### config.mk
export PLATFORM = sky130hd
export DESIGN_NAME = loopbr_unit
export DESIGN_NICKNAME = d
export VERILOG_FILES = /design/src/rtl/loopbr_pkg.sv /design/src/rtl/loopbr_cond_eval.sv /design/src/rtl/loopbr_target.sv /design/src/rtl/loopbr_counter.sv /design/src/rtl/loopbr_unit.sv
export SDC_FILE = /design/constraint.sdc
export NUM_CORES = 1
export LEC_CHECK = 0
export ABC_AREA = 1
export BUFFER_PORTS_ARGS = -buffer_cell sky130_fd_sc_hd__buf_2
export CELL_PAD_IN_SITES_DETAIL_PLACEMENT = 1
export CELL_PAD_IN_SITES_GLOBAL_PLACEMENT = 2
export CORE_MARGIN = 2
export CORE_UTILIZATION = 26
export DETAILED_ROUTE_END_ITERATION = 8
export GPL_TIMING_DRIVEN = 1
export PLACE_DENSITY_LB_ADDON = 0.1
export SYNTH_ARGS = -nofsm -noshare
export SYNTH_HDL_FRONTEND = slang
export SYNTH_SLANG_ARGS = --single-unit
### constraint.sdc
create_clock -name clk -period 2.4 [get_ports clk]
set_input_delay 0.12 -clock clk [delete_from_list [all_inputs] [get_ports clk]]
set_output_delay 0.12 -clock clk [all_outputs]
set_load 0.01 [all_outputs]
### src/rtl/loopbr_pkg.sv
package loopbr_pkg;

  typedef enum logic [1:0] {
    KIND_BCC  = 2'b00,
    KIND_DBCC = 2'b01,
    KIND_BRA  = 2'b10,
    KIND_RSVD = 2'b11
  } br_kind_e;

  // Even codes are base conditions, odd codes their inverses.
  typedef enum logic [3:0] {
    CS_TRUE = 4'd0,  CS_FALSE = 4'd1,
    CS_HI   = 4'd2,  CS_LS    = 4'd3,
    CS_CC   = 4'd4,  CS_CS    = 4'd5,
    CS_NE   = 4'd6,  CS_EQ    = 4'd7,
    CS_VC   = 4'd8,  CS_VS    = 4'd9,
    CS_PL   = 4'd10, CS_MI    = 4'd11,
    CS_GE   = 4'd12, CS_LT    = 4'd13,
    CS_GT   = 4'd14, CS_LE    = 4'd15
  } cond_sel_e;

  typedef struct packed {
    logic n;
    logic z;
    logic v;
    logic c;
  } flags_t;

  localparam int unsigned NUM_BASE_COND = 8;

endpackage

### src/rtl/loopbr_cond_eval.sv
module loopbr_cond_eval
  import loopbr_pkg::*;
(
  input  flags_t     flags,
  input  logic [3:0] sel,
  output logic       cond_true
);

  logic [NUM_BASE_COND-1:0] base;

  always_comb begin
    base[0] = 1'b1;
    base[1] = ~flags.c & ~flags.z;
    base[2] = ~flags.c;
    base[3] = ~flags.z;
    base[4] = ~flags.v;
    base[5] = ~flags.n;
    base[6] = ~(flags.n ^ flags.v);
    base[7] = ~flags.z & ~(flags.n ^ flags.v);
  end

  assign cond_true = base[sel[3:1]] ^ sel[0];

endmodule

### src/rtl/loopbr_target.sv
module loopbr_target #(
  parameter int unsigned ADDR_W     = 32,
  parameter int unsigned SHORT_W    = 8,
  parameter int unsigned LONG_W     = 16,
  parameter int unsigned WORD_BYTES = 2
) (
  input  logic [ADDR_W-1:0]  op_addr,
  input  logic [SHORT_W-1:0] off_short,
  input  logic [LONG_W-1:0]  off_long,
  output logic [ADDR_W-1:0]  target,
  output logic [ADDR_W-1:0]  seq_pc
);

  localparam int unsigned SHORT_PAD = ADDR_W - SHORT_W;
  localparam int unsigned LONG_PAD  = ADDR_W - LONG_W;
  localparam logic [ADDR_W-1:0] ONE_WORD = ADDR_W'(WORD_BYTES);
  localparam logic [ADDR_W-1:0] TWO_WORD = ADDR_W'(2 * WORD_BYTES);

  logic              use_long;
  logic [ADDR_W-1:0] upd_pc;
  logic [ADDR_W-1:0] disp;

  always_comb begin
    use_long = (off_short == '0);
    upd_pc   = op_addr + ONE_WORD;
    if (use_long) begin
      disp   = {{LONG_PAD{off_long[LONG_W-1]}}, off_long};
      seq_pc = op_addr + TWO_WORD;
    end else begin
      disp   = {{SHORT_PAD{off_short[SHORT_W-1]}}, off_short};
      seq_pc = upd_pc;
    end
    target = upd_pc + disp;
  end

endmodule

### src/rtl/loopbr_counter.sv
module loopbr_counter #(
  parameter int unsigned CNT_W = 16
) (
  input  logic [CNT_W-1:0] cnt_cur,
  output logic [CNT_W-1:0] cnt_dec,
  output logic             hit_end
);

  localparam logic [CNT_W-1:0] ONE = CNT_W'(1);

  always_comb begin
    cnt_dec = cnt_cur - ONE;
    hit_end = &cnt_dec;
  end

endmodule

### src/rtl/loopbr_unit.sv
module loopbr_unit
  import loopbr_pkg::*;
#(
  parameter int unsigned ADDR_W  = 32,
  parameter int unsigned CNT_W   = 16,
  parameter int unsigned SHORT_W = 8,
  parameter int unsigned LONG_W  = 16
) (
  input  logic               clk,
  input  logic               rst_n,
  input  logic               issue,
  input  logic [1:0]         kind,
  input  logic [3:0]         cond_sel,
  input  logic [4:0]         ccr,
  input  logic [CNT_W-1:0]   cnt_in,
  input  logic [ADDR_W-1:0]  op_addr,
  input  logic [SHORT_W-1:0] offset8,
  input  logic [LONG_W-1:0]  ext_word,
  output logic               res_valid,
  output logic               taken,
  output logic [ADDR_W-1:0]  target,
  output logic [ADDR_W-1:0]  seq_pc,
  output logic [CNT_W-1:0]   cnt_out,
  output logic               cnt_we
);

  localparam int unsigned SYNC_STAGES = 2;

  // Reset: asserted asynchronously, released on a clock edge.
  logic [SYNC_STAGES-1:0] rst_pipe;
  logic                   rst_int_n;

  always_ff @(posedge clk or negedge rst_n) begin
    if (!rst_n) rst_pipe <= '0;
    else        rst_pipe <= {rst_pipe[SYNC_STAGES-2:0], 1'b1};
  end
  assign rst_int_n = rst_pipe[SYNC_STAGES-1];

  flags_t            flags;
  logic              cond_true;
  logic [ADDR_W-1:0] tgt_c;
  logic [ADDR_W-1:0] seq_c;
  logic [CNT_W-1:0]  dec_c;
  logic              end_c;

  assign flags = '{n: ccr[3], z: ccr[2], v: ccr[1], c: ccr[0]};

  loopbr_cond_eval u_cond (
    .flags     (flags),
    .sel       (cond_sel),
    .cond_true (cond_true)
  );

  loopbr_target #(
    .ADDR_W     (ADDR_W),
    .SHORT_W    (SHORT_W),
    .LONG_W     (LONG_W),
    .WORD_BYTES (2)
  ) u_tgt (
    .op_addr   (op_addr),
    .off_short (offset8),
    .off_long  (ext_word),
    .target    (tgt_c),
    .seq_pc    (seq_c)
  );

  loopbr_counter #(.CNT_W(CNT_W)) u_cnt (
    .cnt_cur (cnt_in),
    .cnt_dec (dec_c),
    .hit_end (end_c)
  );

  // Next-state decision
  logic             take_d;
  logic             we_d;
  logic [CNT_W-1:0] cnt_d;

  always_comb begin
    take_d = 1'b0;
    we_d   = 1'b0;
    cnt_d  = cnt_in;
    unique case (br_kind_e'(kind))
      KIND_BCC:  take_d = cond_true;
      KIND_DBCC: begin
        if (!cond_true) begin
          we_d   = 1'b1;
          cnt_d  = dec_c;
          take_d = ~end_c;
        end
      end
      KIND_BRA:  take_d = 1'b1;
      default:   take_d = 1'b0;
    endcase
  end

  // Strobes: loaded every cycle
  always_ff @(posedge clk or negedge rst_int_n) begin
    if (!rst_int_n) begin
      res_valid <= 1'b0;
      cnt_we    <= 1'b0;
    end else begin
      res_valid <= issue;
      cnt_we    <= issue & we_d;
    end
  end

  // Result data: loaded only on issue
  always_ff @(posedge clk or negedge rst_int_n) begin
    if (!rst_int_n) begin
      taken   <= 1'b0;
      target  <= '0;
      seq_pc  <= '0;
      cnt_out <= '0;
    end else if (issue) begin
      taken   <= take_d;
      target  <= tgt_c;
      seq_pc  <= seq_c;
      cnt_out <= cnt_d;
    end
  end

endmodule

==> results.sh, run 1 <==
export IMPL_status="completed"
export IMPL_drt_wirelength_per_cell_um=16.4
export IMPL_p_per_area_nw_per_um2=469
export IMPL_stdcell_count=2106
export IMPL_synth_edf_count=0
export IMPL_clk_pin_slew_worst_paths_ns=0.07
export IMPL_clock_skew_ns=0.00987
export IMPL_vias_per_cell=4.57
export IMPL_post_route_util_pct=40.9
export IMPL_switching_power_mw=2.11
export IMPL_power_frac_seq_pct=30.6
export IMPL_r2r_end="target[6]"
export IMPL_syn2layout_area_growth_pct=54.2
export IMPL_clockRootBuffer="clkbuf_16"
export IMPL_yosys_cell_types_count=38
export IMPL_drtIter0Drc=309
export IMPL_cts_buffers=9
export IMPL_reg2reg_depth=1
export IMPL_clk_insertion_delay_late_ns=0.37
export IMPL_layout_commonest_cell="nand2_1"
export IMPL_track_usage_pct=22.4
export IMPL_syn_area_um2=7880
export IMPL_totalWireLength_um=34600
export IMPL_max_slew_margin_pct=55.5
export IMPL_cts_buffer_depth=2
export IMPL_synthFlopType="dfrtp_1"
export IMPL_cellLeakagePower_nw=6.32
export IMPL_drc_errors=0
export IMPL_grt_overflow=0
export IMPL_crit_chain="buf_2 -> ha_4 -> inv_1 -> nor2_4 -> buf_6 -> nand2_4 -> nor2_4 -> buf_4 -> inv_2 -> nor2_2 -> nand2_1 -> and2_4 -> ha_4 -> nand2_4 -> nor3_4 -> nand2_2 -> inv_1 -> nand2_1 -> nand2_1 -> inv_1 -> nand2_1 -> nand2_1 -> nand3_1 -> nand2_1"
export IMPL_ys_ff_latch=85
export IMPL_synth_nets=1434
export IMPL_pwr_share_clk_pct=29.0
export IMPL_num_io_pins=169
export IMPL_ir_drop_mv=0.297
export IMPL_power_total_mw=5.70
export IMPL_r2r_start="rst_pipe[1]"
export IMPL_finalCritPeriodShare_pct=95.3
export IMPL_firstDrtPassIters=4
export IMPL_tns_ns=0
export IMPL_hold_class="in -> reg"
export IMPL_fmax_ghz=0.437
export IMPL_final_cell_mix="461 x nand2_1, 237 x buf_4, 163 x buf_2, 146 x inv_1, 116 x nor2_1"
export IMPL_rows=63
export IMPL_critPathLaunchType="input pin"
export IMPL_synthArstFlopShare_pct=100
export IMPL_crit_slowest_cell="ha_4"
export IMPL_die_w_um=178
export IMPL_setup_viol=0
export IMPL_hpwl_um=28200
export IMPL_rrSetupSlack_ns=1.40
export IMPL_nNetsFinal=1829
export IMPL_cts_tree="built"
export IMPL_cts_num_sinks=85
export IMPL_hold_violations=0
export IMPL_drive_gt1_share_pct=35.7
export IMPL_initial_utilization_pct=26.5
export IMPL_worstPathRequired_ns=2.65
export IMPL_routabilityCongestion=0.896
export IMPL_rsz0062_at_grt="true"
export IMPL_syn_inst=1313
export IMPL_grt_pass1_vias=10300
export IMPL_vias=9615
export IMPL_grt_max_degree=45
export IMPL_power_frac_comb_pct=40.4
export IMPL_die_h_um=178
export IMPL_p_int_mw=3.59
export IMPL_seq_area_frac_synth_pct=27.0
export IMPL_design_core_area_um2=29700
export IMPL_dieArea_um2=31700
export IMPL_crit_path_max_fanout=4
export IMPL_antenna_found_initial=2
export IMPL_end_kind="flip-flop"
export IMPL_path_class="in -> reg"
export IMPL_whs_endpoint="cnt_out[0]"
export IMPL_yosys_warnings=0
export IMPL_fillerInstances=3926
export IMPL_port_buffers=167
export IMPL_critical_path_max_stage_delay_ns=0.30
export IMPL_swShare_pct=37.0
export IMPL_crit_top_cell="nand2_1"
export IMPL_avgSynthCellArea_um2=6.00
export IMPL_dp_cells=2065
export IMPL_crit_arrival_ns=2.54
export IMPL_htree_levels=3
export IMPL_layout_min_cycle_time_ns=2.29
export IMPL_ant_nets=0
export IMPL_min_delay_start="cnt_in[0]"
export IMPL_drv_slew=0
export IMPL_cap_violations=0
export IMPL_hold_depth=4
export IMPL_tightest_slew_ns=0.668
export IMPL_grt_pass1_wl_um=54900
[Yosys cell counts (all sizes together), types with 5 or more instances]
cell,count,area (um^2)
a31oi,11,68.8
xnor2,14,123
inv,162,608
and2,6,40.0
dfrtp,85,2130
o21ai,54,270
xor2,30,263
nor3,16,95.1
nand3b,7,52.6
a21oi,45,225
nor2,168,718
nand3,116,586
o21bai,5,37.5
ha,34,425
buf,9,48.8
clkbuf,18,67.6
nand4,13,81.3
nand2,505,1930
[state kept, by name (all words and copies together), names as in the netlist]
signal and flops:
seq_pc 32, target 32, cnt_out 16, rst_pipe 2
cnt_we 1, res_valid 1, taken 1
[worst max-delay path by stage]
stage,to,start
floorplan,target[25],op_addr[2]
global placement,target[20],op_addr[2]
detailed placement,target[20],op_addr[2]
CTS,target[31],op_addr[2]
global route,target[20],op_addr[2]
finish,target[31],op_addr[1]
[critical path, delay by kind of cell]
kind | cells | cell delay (ns)
buf+inv | 7 | 0.59
simple gates | 15 | 1.36
fa+ha+maj | 2 | 0.45
[logic make-up after synthesis]
logic type,after synthesis,synth area share [%]
multiplexers,1,0.127
XOR/XNOR,44,4.89
buffers and inverters,190,9.24
other,1,0.0476
AO/OA/AOI/OAI,120,8.12
AND/OR/NAND/NOR,837,44.9
adder cells (fa/ha/maj),35,5.65
flip-flops,85,27.0
[metal layers]
layer / up-vias / track usage, % / wire length [um]
li1: 4913 / - / -
met1: 4558 / 30.4 / 16900
met2: 118 / 38.1 / 16400
met3: 26 / 2.30 / 882
met4: 0 / 4.82 / 421
met5: - / 0 / 0
[final cells by class]
class	instances	area [um^2]	share of cell area [%]
antenna	3	7.51	0.0618
sequential	85	2130	17.5
multi-input combinational	1038	5810	47.8
timing repair buffer	411	2770	22.8
tap	390	488	4.02
inverter	163	614	5.06
clock buffer	10	239	1.97
clock inverter	6	92.6	0.762
[metrics by stage]
step,worst slack [ns],instance area [um^2],hold WS [ns]
final,0.113,12100,0.0548
after global routing,-0.0681,12100,0.0716
after CTS,-0.0287,11500,0.0424
after detailed placement,-0.641,10800,-0.0929
after global placement,-0.571,10800,-0.0953
after floorplan,0.00803,7890,-0.176
[power by group through the flow]
stage | clock network [mW] | registers (mW) | logic, mW
2_1_floorplan | 0 | 1.86 | 0.901
3_3_place_gp | 0 | 1.77 | 2.02
3_5_place_dp | 0 | 1.78 | 2.05
4_1_cts | 1.70 | 1.75 | 2.14
5_1_grt | 1.75 | 1.77 | 2.56
6_report | 1.65 | 1.74 | 2.30
[what timing repair did]
item,in CTS,in global routing
buffers inserted,10,10
gates resized for setup,43,150
hold endpoints to repair,3,0
pin swaps,7,53
endpoints found under the setup margin,17,25
hold buffers,2,0
No activity file was read; power rests on OpenSTA's default activity.
==> inputs of run 2 (changes only) <==
Settings changed: PLACE_DENSITY from default to 0.83, PLACE_DENSITY_LB_ADDON 0.1 to default, SLEW_MARGIN from default to 20.
==> run 2 against run 1 <==
Effect of this change: fmax is 3.8% lower; clock power is 9.7% lower; worst setup slack worse by 0.092 ns; sequential power hardly changed; combinational power is 2% lower; hold slack better by 0.011 ns; die area stayed put; first-iteration DRC count is 15% higher; clock skew is 0.00092 ns higher; critical path depth is 3 lower.
==> results.sh, run 2 (synthesis results as in run 1) <==
export IMPL_drive_gt1_share_pct=36.2
export IMPL_rsz0062_at_grt="true"
export IMPL_drc_errors=0
export IMPL_initial_utilization_pct=26.5
export IMPL_path_class="in -> reg"
export IMPL_hpwl_um=27200
export IMPL_die_w_um=178
export IMPL_fillerInstances=3929
export IMPL_htree_levels=3
export IMPL_place_ws_ns=-0.700
export IMPL_grt_pass1_vias=10200
export IMPL_fmax_ghz=0.420
export IMPL_syn2layout_area_growth_pct=52.9
export IMPL_num_io_pins=169
export IMPL_regArea_um2=2130
export IMPL_vias=9877
export IMPL_pwr_share_clk_pct=27.1
export IMPL_firstDrtPassIters=4
export IMPL_cellLeakagePower_nw=6.28
export IMPL_hold_violations=0
export IMPL_antenna_found_initial=0
export IMPL_ant_nets=0
export IMPL_routabilityCongestion=0.978
export IMPL_crit_buf_inv=4
export IMPL_switching_power_mw=2.14
export IMPL_max_slew_margin_pct=54.6
export IMPL_p_int_mw=3.36
export IMPL_critical_path_max_stage_delay_ns=0.28
export IMPL_status="completed"
export IMPL_grt_max_degree=46
export IMPL_die_h_um=178
export IMPL_cap_violations=0
export IMPL_reg2reg_depth=1
export IMPL_end_kind="flip-flop"
export IMPL_crit_slowest_cell="ha_4"
export IMPL_clock_skew_ns=0.0108
export IMPL_crit_chain="buf_4 -> ha_4 -> inv_2 -> nor2_4 -> nand2_4 -> nor2_4 -> inv_2 -> nor2_4 -> xor2_2 -> mux2i_2 -> inv_2 -> ha_4 -> a21oi_4 -> nor2_1 -> nor2_2 -> nand2_2 -> a21oi_2 -> nand2_1 -> nand2_1 -> nand3_1 -> nand2_1"
export IMPL_rows=63
export IMPL_grt_pass1_wl_um=52400
export IMPL_clk_pin_slew_worst_paths_ns=0.07
export IMPL_fin_ws_ns=0.0215
export IMPL_tightest_slew_ns=0.681
export IMPL_r2r_end="cnt_we"
export IMPL_crit_path_max_fanout=5
export IMPL_diodes=0
export IMPL_track_usage_pct=21.3
export IMPL_cts_tree="built"
export IMPL_finalCritPeriodShare_pct=99.1
export IMPL_swShare_pct=38.9
export IMPL_critPathLaunchType="input pin"
export IMPL_power_frac_comb_pct=41.0
export IMPL_drv_slew=0
export IMPL_port_buffers=167
export IMPL_drtIter0Drc=356
export IMPL_p_per_area_nw_per_um2=457
export IMPL_totalWireLength_um=34200
export IMPL_cts_buffer_depth=2
export IMPL_power_frac_seq_pct=31.9
export IMPL_hold_class="in -> async"
export IMPL_multiInputGateArea_um2=5870
export IMPL_reg_top3="seq_pc (32), target (32), cnt_out (16)"
export IMPL_nNetsFinal=1819
export IMPL_cts_buffers=9
export IMPL_layout_min_cycle_time_ns=2.38
export IMPL_vias_per_cell=4.72
export IMPL_clockRootBuffer="clkbuf_16"
export IMPL_crit_arrival_ns=2.68
export IMPL_final_cell_mix="453 x nand2_1, 228 x buf_4, 164 x buf_2, 146 x inv_1, 114 x nor2_1"
export IMPL_grt_overflow=0
export IMPL_clk_insertion_delay_late_ns=0.38
export IMPL_rrSetupSlack_ns=1.33
export IMPL_crit_family="simple AND/OR/NAND/NOR gates"
export IMPL_setup_viol=0
export IMPL_layout_commonest_cell="nand2_1"
export IMPL_dieArea_um2=31700
export IMPL_r2r_start="rst_pipe[1]"
export IMPL_design_core_area_um2=29700
export IMPL_power_total_mw=5.50
export IMPL_ir_drop_mv=0.443
export IMPL_cts_num_sinks=85
export IMPL_worstPathRequired_ns=2.70
export IMPL_drt_wirelength_per_cell_um=16.4
## run 2: what timing repair did
item                                    in CTS  in global routing
gates cloned                                 0                  1
hold buffers                                 2                  0
hold endpoints to repair                     3                  0
buffers inserted                             3                 19
endpoints found under the setup margin      20                 24
pin swaps                                    6                 52
gates resized for setup                     51                155
## run 2: metal layers
layer / up-vias / global-route usage (%) / share of wire, %
met5: - / 0 / 0
met4: 0 / 7.96 / 3.0
met3: 49 / 1.88 / 3.4
met2: 198 / 38.0 / 50
met1: 4744 / 26.4 / 44
li1: 4886 / - / -
## run 2: worst max path at each step
| stage | from | to | cells past startpoint |
|---|---|---|---|
| after floorplan | op_addr[2] | target[25] | 20 |
| after global placement | op_addr[2] | target[17] | 20 |
| after detailed placement | op_addr[2] | target[17] | 20 |
| after CTS | op_addr[2] | target[29] | 20 |
| after global routing | op_addr[3] | target[29] | 21 |
| final | op_addr[3] | target[29] | 21 |
## run 2: power by group through the flow
stage / sequential [mW] / combinational, mW / clock (mW)
floorplan: 1.86 / 0.901 / 0
global placement: 1.78 / 1.96 / 0
detailed placement: 1.79 / 2.00 / 0
CTS: 1.76 / 2.08 / 1.54
global route: 1.79 / 2.50 / 1.59
finish: 1.76 / 2.26 / 1.49
## run 2: per-stage QoR
stage / instance area [um^2] / hold slack, ns / utilization [%] / setup TNS, ns / instances
after floorplan: 7890 / -0.176 / - / 0 / 1313
after global placement: 10700 / -0.0934 / 36.0 / -10.45 / 2052
after detailed placement: 10700 / -0.0907 / 36.0 / -12.12 / 2052
after CTS: 11300 / 0.0502 / 37.9 / -0.187 / 2073
after global routing: 12000 / 0.0669 / 40.5 / -1.59 / 2093
final: 12000 / 0.0657 / 40.5 / 0 / 2093
## run 2: layout make-up
cell class | instances | area share, %
Timing Repair Buffer | 400 | 21.9
Inverter | 163 | 5.11
Clock buffer | 11 | 2.10
Tap cell | 390 | 4.05
Sequential cell | 85 | 17.7
Clock inverter | 5 | 0.322
Timing Repair inverter | 1 | 0.0415
Multi-Input combinational cell | 1038 | 48.7
==> inputs of run 3 (changes only) <==
Settings changed: BUFFER_PORTS_ARGS -buffer_cell sky130_fd_sc_hd__buf_2 to default, CORE_UTILIZATION 26 to 30, DONT_BUFFER_PORTS from default to 1, PLACE_DENSITY 0.83 to 0.82, SLEW_MARGIN 20 to 0.
==> run 3 against run 2 <==
Effect of this change: the flow now finishes with violations (hold timing); non-clock buffer count shrank 189; critical path depth shrank 1; hold slack lost 0.070 ns; total power shrank 7.8%; sequential share of layout area grew 2.4 points; combinational power shrank 26%.
==> results.sh, run 3 (synthesis results as in run 1) <==
export IMPL_status="complete, but fails checks"
export IMPL_violations="hold timing"
export IMPL_pwr_share_clk_pct=29.5
export IMPL_grt_pass1_wl_um=51000
export IMPL_whs_ns=-0.00410
export IMPL_die_w_um=166
export IMPL_critical_path_max_stage_delay_ns=0.29
export IMPL_firstDrtPassIters=5
export IMPL_finalCritPeriodShare_pct=95.0
export IMPL_antenna_found_initial=0
export IMPL_crit_start="op_addr[2]"
export IMPL_htree_levels=3
export IMPL_switching_power_mw=1.89
export IMPL_crit_chain="ha_4 -> inv_2 -> nor2_4 -> nand2_4 -> nor2_4 -> inv_2 -> nor2_4 -> xor2_2 -> mux2i_1 -> inv_1 -> ha_4 -> nand2_2 -> nor2_2 -> buf_4 -> a21oi_2 -> nor2_1 -> nor2_2 -> nand3_1 -> nand3_1 -> nand2_1"
export IMPL_fin_ws_ns=0.121
export IMPL_track_usage_pct=23.2
export IMPL_cap_violations=0
export IMPL_clk_pin_slew_worst_paths_ns=0.07
export IMPL_cts_buffers=9
export IMPL_hold_depth=3
export IMPL_crit_arrival_ns=2.53
export IMPL_r2r_start="seq_pc[21]"
export IMPL_cts_tree="built"
export IMPL_worstPathRequired_ns=2.65
export IMPL_crit_family="simple AND/OR/NAND/NOR gates"
export IMPL_rows=59
export IMPL_totalWireLength_um=32100
export IMPL_cellLeakagePower_nw=5.38
export IMPL_p_int_mw=3.18
export IMPL_cts_num_sinks=85
export IMPL_num_io_pins=169
export IMPL_design_core_area_um2=25900
export IMPL_path_class="in -> reg"
export IMPL_die_h_um=166
export IMPL_ant_nets=0
export IMPL_layout_min_cycle_time_ns=2.28
export IMPL_grt_max_degree=49
export IMPL_critPathLaunchType="input pin"
export IMPL_setup_viol=0
export IMPL_fillerInstances=3414
export IMPL_tightest_slew_ns=0.659
export IMPL_ir_drop_mv=0.364
export IMPL_hold_violations=1
export IMPL_routabilityCongestion=0.905
export IMPL_min_delay_start="op_addr[2]"
export IMPL_max_slew_margin_pct=56.0
export IMPL_post_route_util_pct=41.0
export IMPL_reg_top3="seq_pc (32), target (32), cnt_out (16)"
export IMPL_crit_cells=20
export IMPL_power_total_mw=5.07
export IMPL_power_frac_seq_pct=37.4
export IMPL_regArea_um2=2130
export IMPL_end_kind="flip-flop"
export IMPL_grt_overflow=0
export IMPL_clock_skew_ns=0.00957
export IMPL_layout_commonest_cell="nand2_1"
export IMPL_reg2reg_depth=3
export IMPL_grt_pass1_vias=9740
export IMPL_place_ws_ns=-0.535
export IMPL_drc_errors=0
export IMPL_drtIter0Drc=360
export IMPL_hold_class="in -> reg"
export IMPL_crit_slowest_cell="ha_4"
export IMPL_vias_per_cell=4.90
export IMPL_drv_slew=0
export IMPL_clk_insertion_delay_late_ns=0.36
export IMPL_crit_path_max_fanout=6
export IMPL_port_buffers=0
export IMPL_crit_top_cell="nor2_4"
export IMPL_multiInputGateArea_um2=5430
export IMPL_crit_buf_inv=4
export IMPL_rsz0062_at_grt="true"
export IMPL_dieArea_um2=27600
export IMPL_drive_gt1_share_pct=21.0
export IMPL_nNetsFinal=1629
export IMPL_drt_wirelength_per_cell_um=17.3
export IMPL_p_per_area_nw_per_um2=477
export IMPL_final_cell_mix="479 x nand2_1, 169 x buf_4, 155 x inv_1, 124 x nor2_1, 113 x nand3_1"
export IMPL_fmax_ghz=0.439
export IMPL_swShare_pct=37.2
export IMPL_hpwl_um=25500
export IMPL_initial_utilization_pct=30.4
export IMPL_power_frac_comb_pct=33.0
export IMPL_clockRootBuffer="clkbuf_16"
export IMPL_cts_buffer_depth=2
export IMPL_syn2layout_area_growth_pct=34.9
export IMPL_vias=9052
==> run 3: cell count changes in the layout (fill, tap and decap cells not counted), moves of 5 or more <==
| cell | change |
|---|---|
| nor2_1 | +10 |
| inv_2 | -8 |
| dlygate4sd3_1 | +35 |
| buf_4 | -59 |
| nand2_1 | +26 |
| ha_4 | -11 |
| buf_2 | -164 |
| inv_1 | +9 |
| a21oi_1 | +5 |
| nand2_2 | -21 |
| ha_1 | +12 |
| nor2_4 | -7 |
==> run 3: stage by stage <==
stage          TNS (ns)  instances  instance area [um^2]
6_report              0       1849                 10600
5_1_grt          -0.129       1848                 10600
4_1_cts        -0.00212       1840                 10200
3_5_place_dp      -7.68       1785                  9480
3_3_place_gp      -5.91       1785                  9480
2_1_floorplan         0       1313                  7890
==> run 3: power by group through the flow <==
stage	clock [mW]	combinational, mW	sequential (mW)
floorplan	0	0.901	1.86
global placement	0	1.45	1.93
detailed placement	0	1.49	1.93
CTS	1.55	1.59	1.91
global route	1.59	1.89	1.93
finish	1.50	1.68	1.90
==> run 3: layout make-up <==
class                      count  share of cell area [%]
antenna                        1                  0.0235
clock buffer                   9                    2.12
clock inverter                 7                   0.695
inverter                     163                    5.76
multi-input combinational   1038                    51.0
sequential                    85                    20.0
tap                          335                    3.94
timing repair buffer         211                    16.4
==> run 3: worst paths after layout <==
check / to / slack, ns
max in group asynchronous: cnt_out[13] / 1.42
hold / removal: seq_pc[2] / -0.004
setup reg to reg: seq_pc[21] / 1.11
setup / recovery: target[27] / 0.12
hold reg to reg: seq_pc[28] / 0.33
min in group asynchronous: seq_pc[28] / 0.33
==> run 3: worst min-delay path: stages <==
cell	delay (ns)
a21oi_1	0.05
o21ai_0	0.10
nand2_1	0.05
==> run 3: timing repair <==
action / 4_1_cts / 5_1_grt
pin swaps: 1 / 21
gates resized for setup: 7 / 89
endpoints found under the setup margin: 8 / 23
hold endpoints to repair: 67 / 0
hold buffers: 38 / 0
setup buffers: 1 / 8
==> run 3: metal layers <==
layer	part of all wire, %	up-vias	global-route usage [%]
met5	0	-	0
met4	1.8	0	5.29
met3	5.7	41	5.60
met2	48	155	41.1
met1	44	4338	28.4
li1	-	4518	-
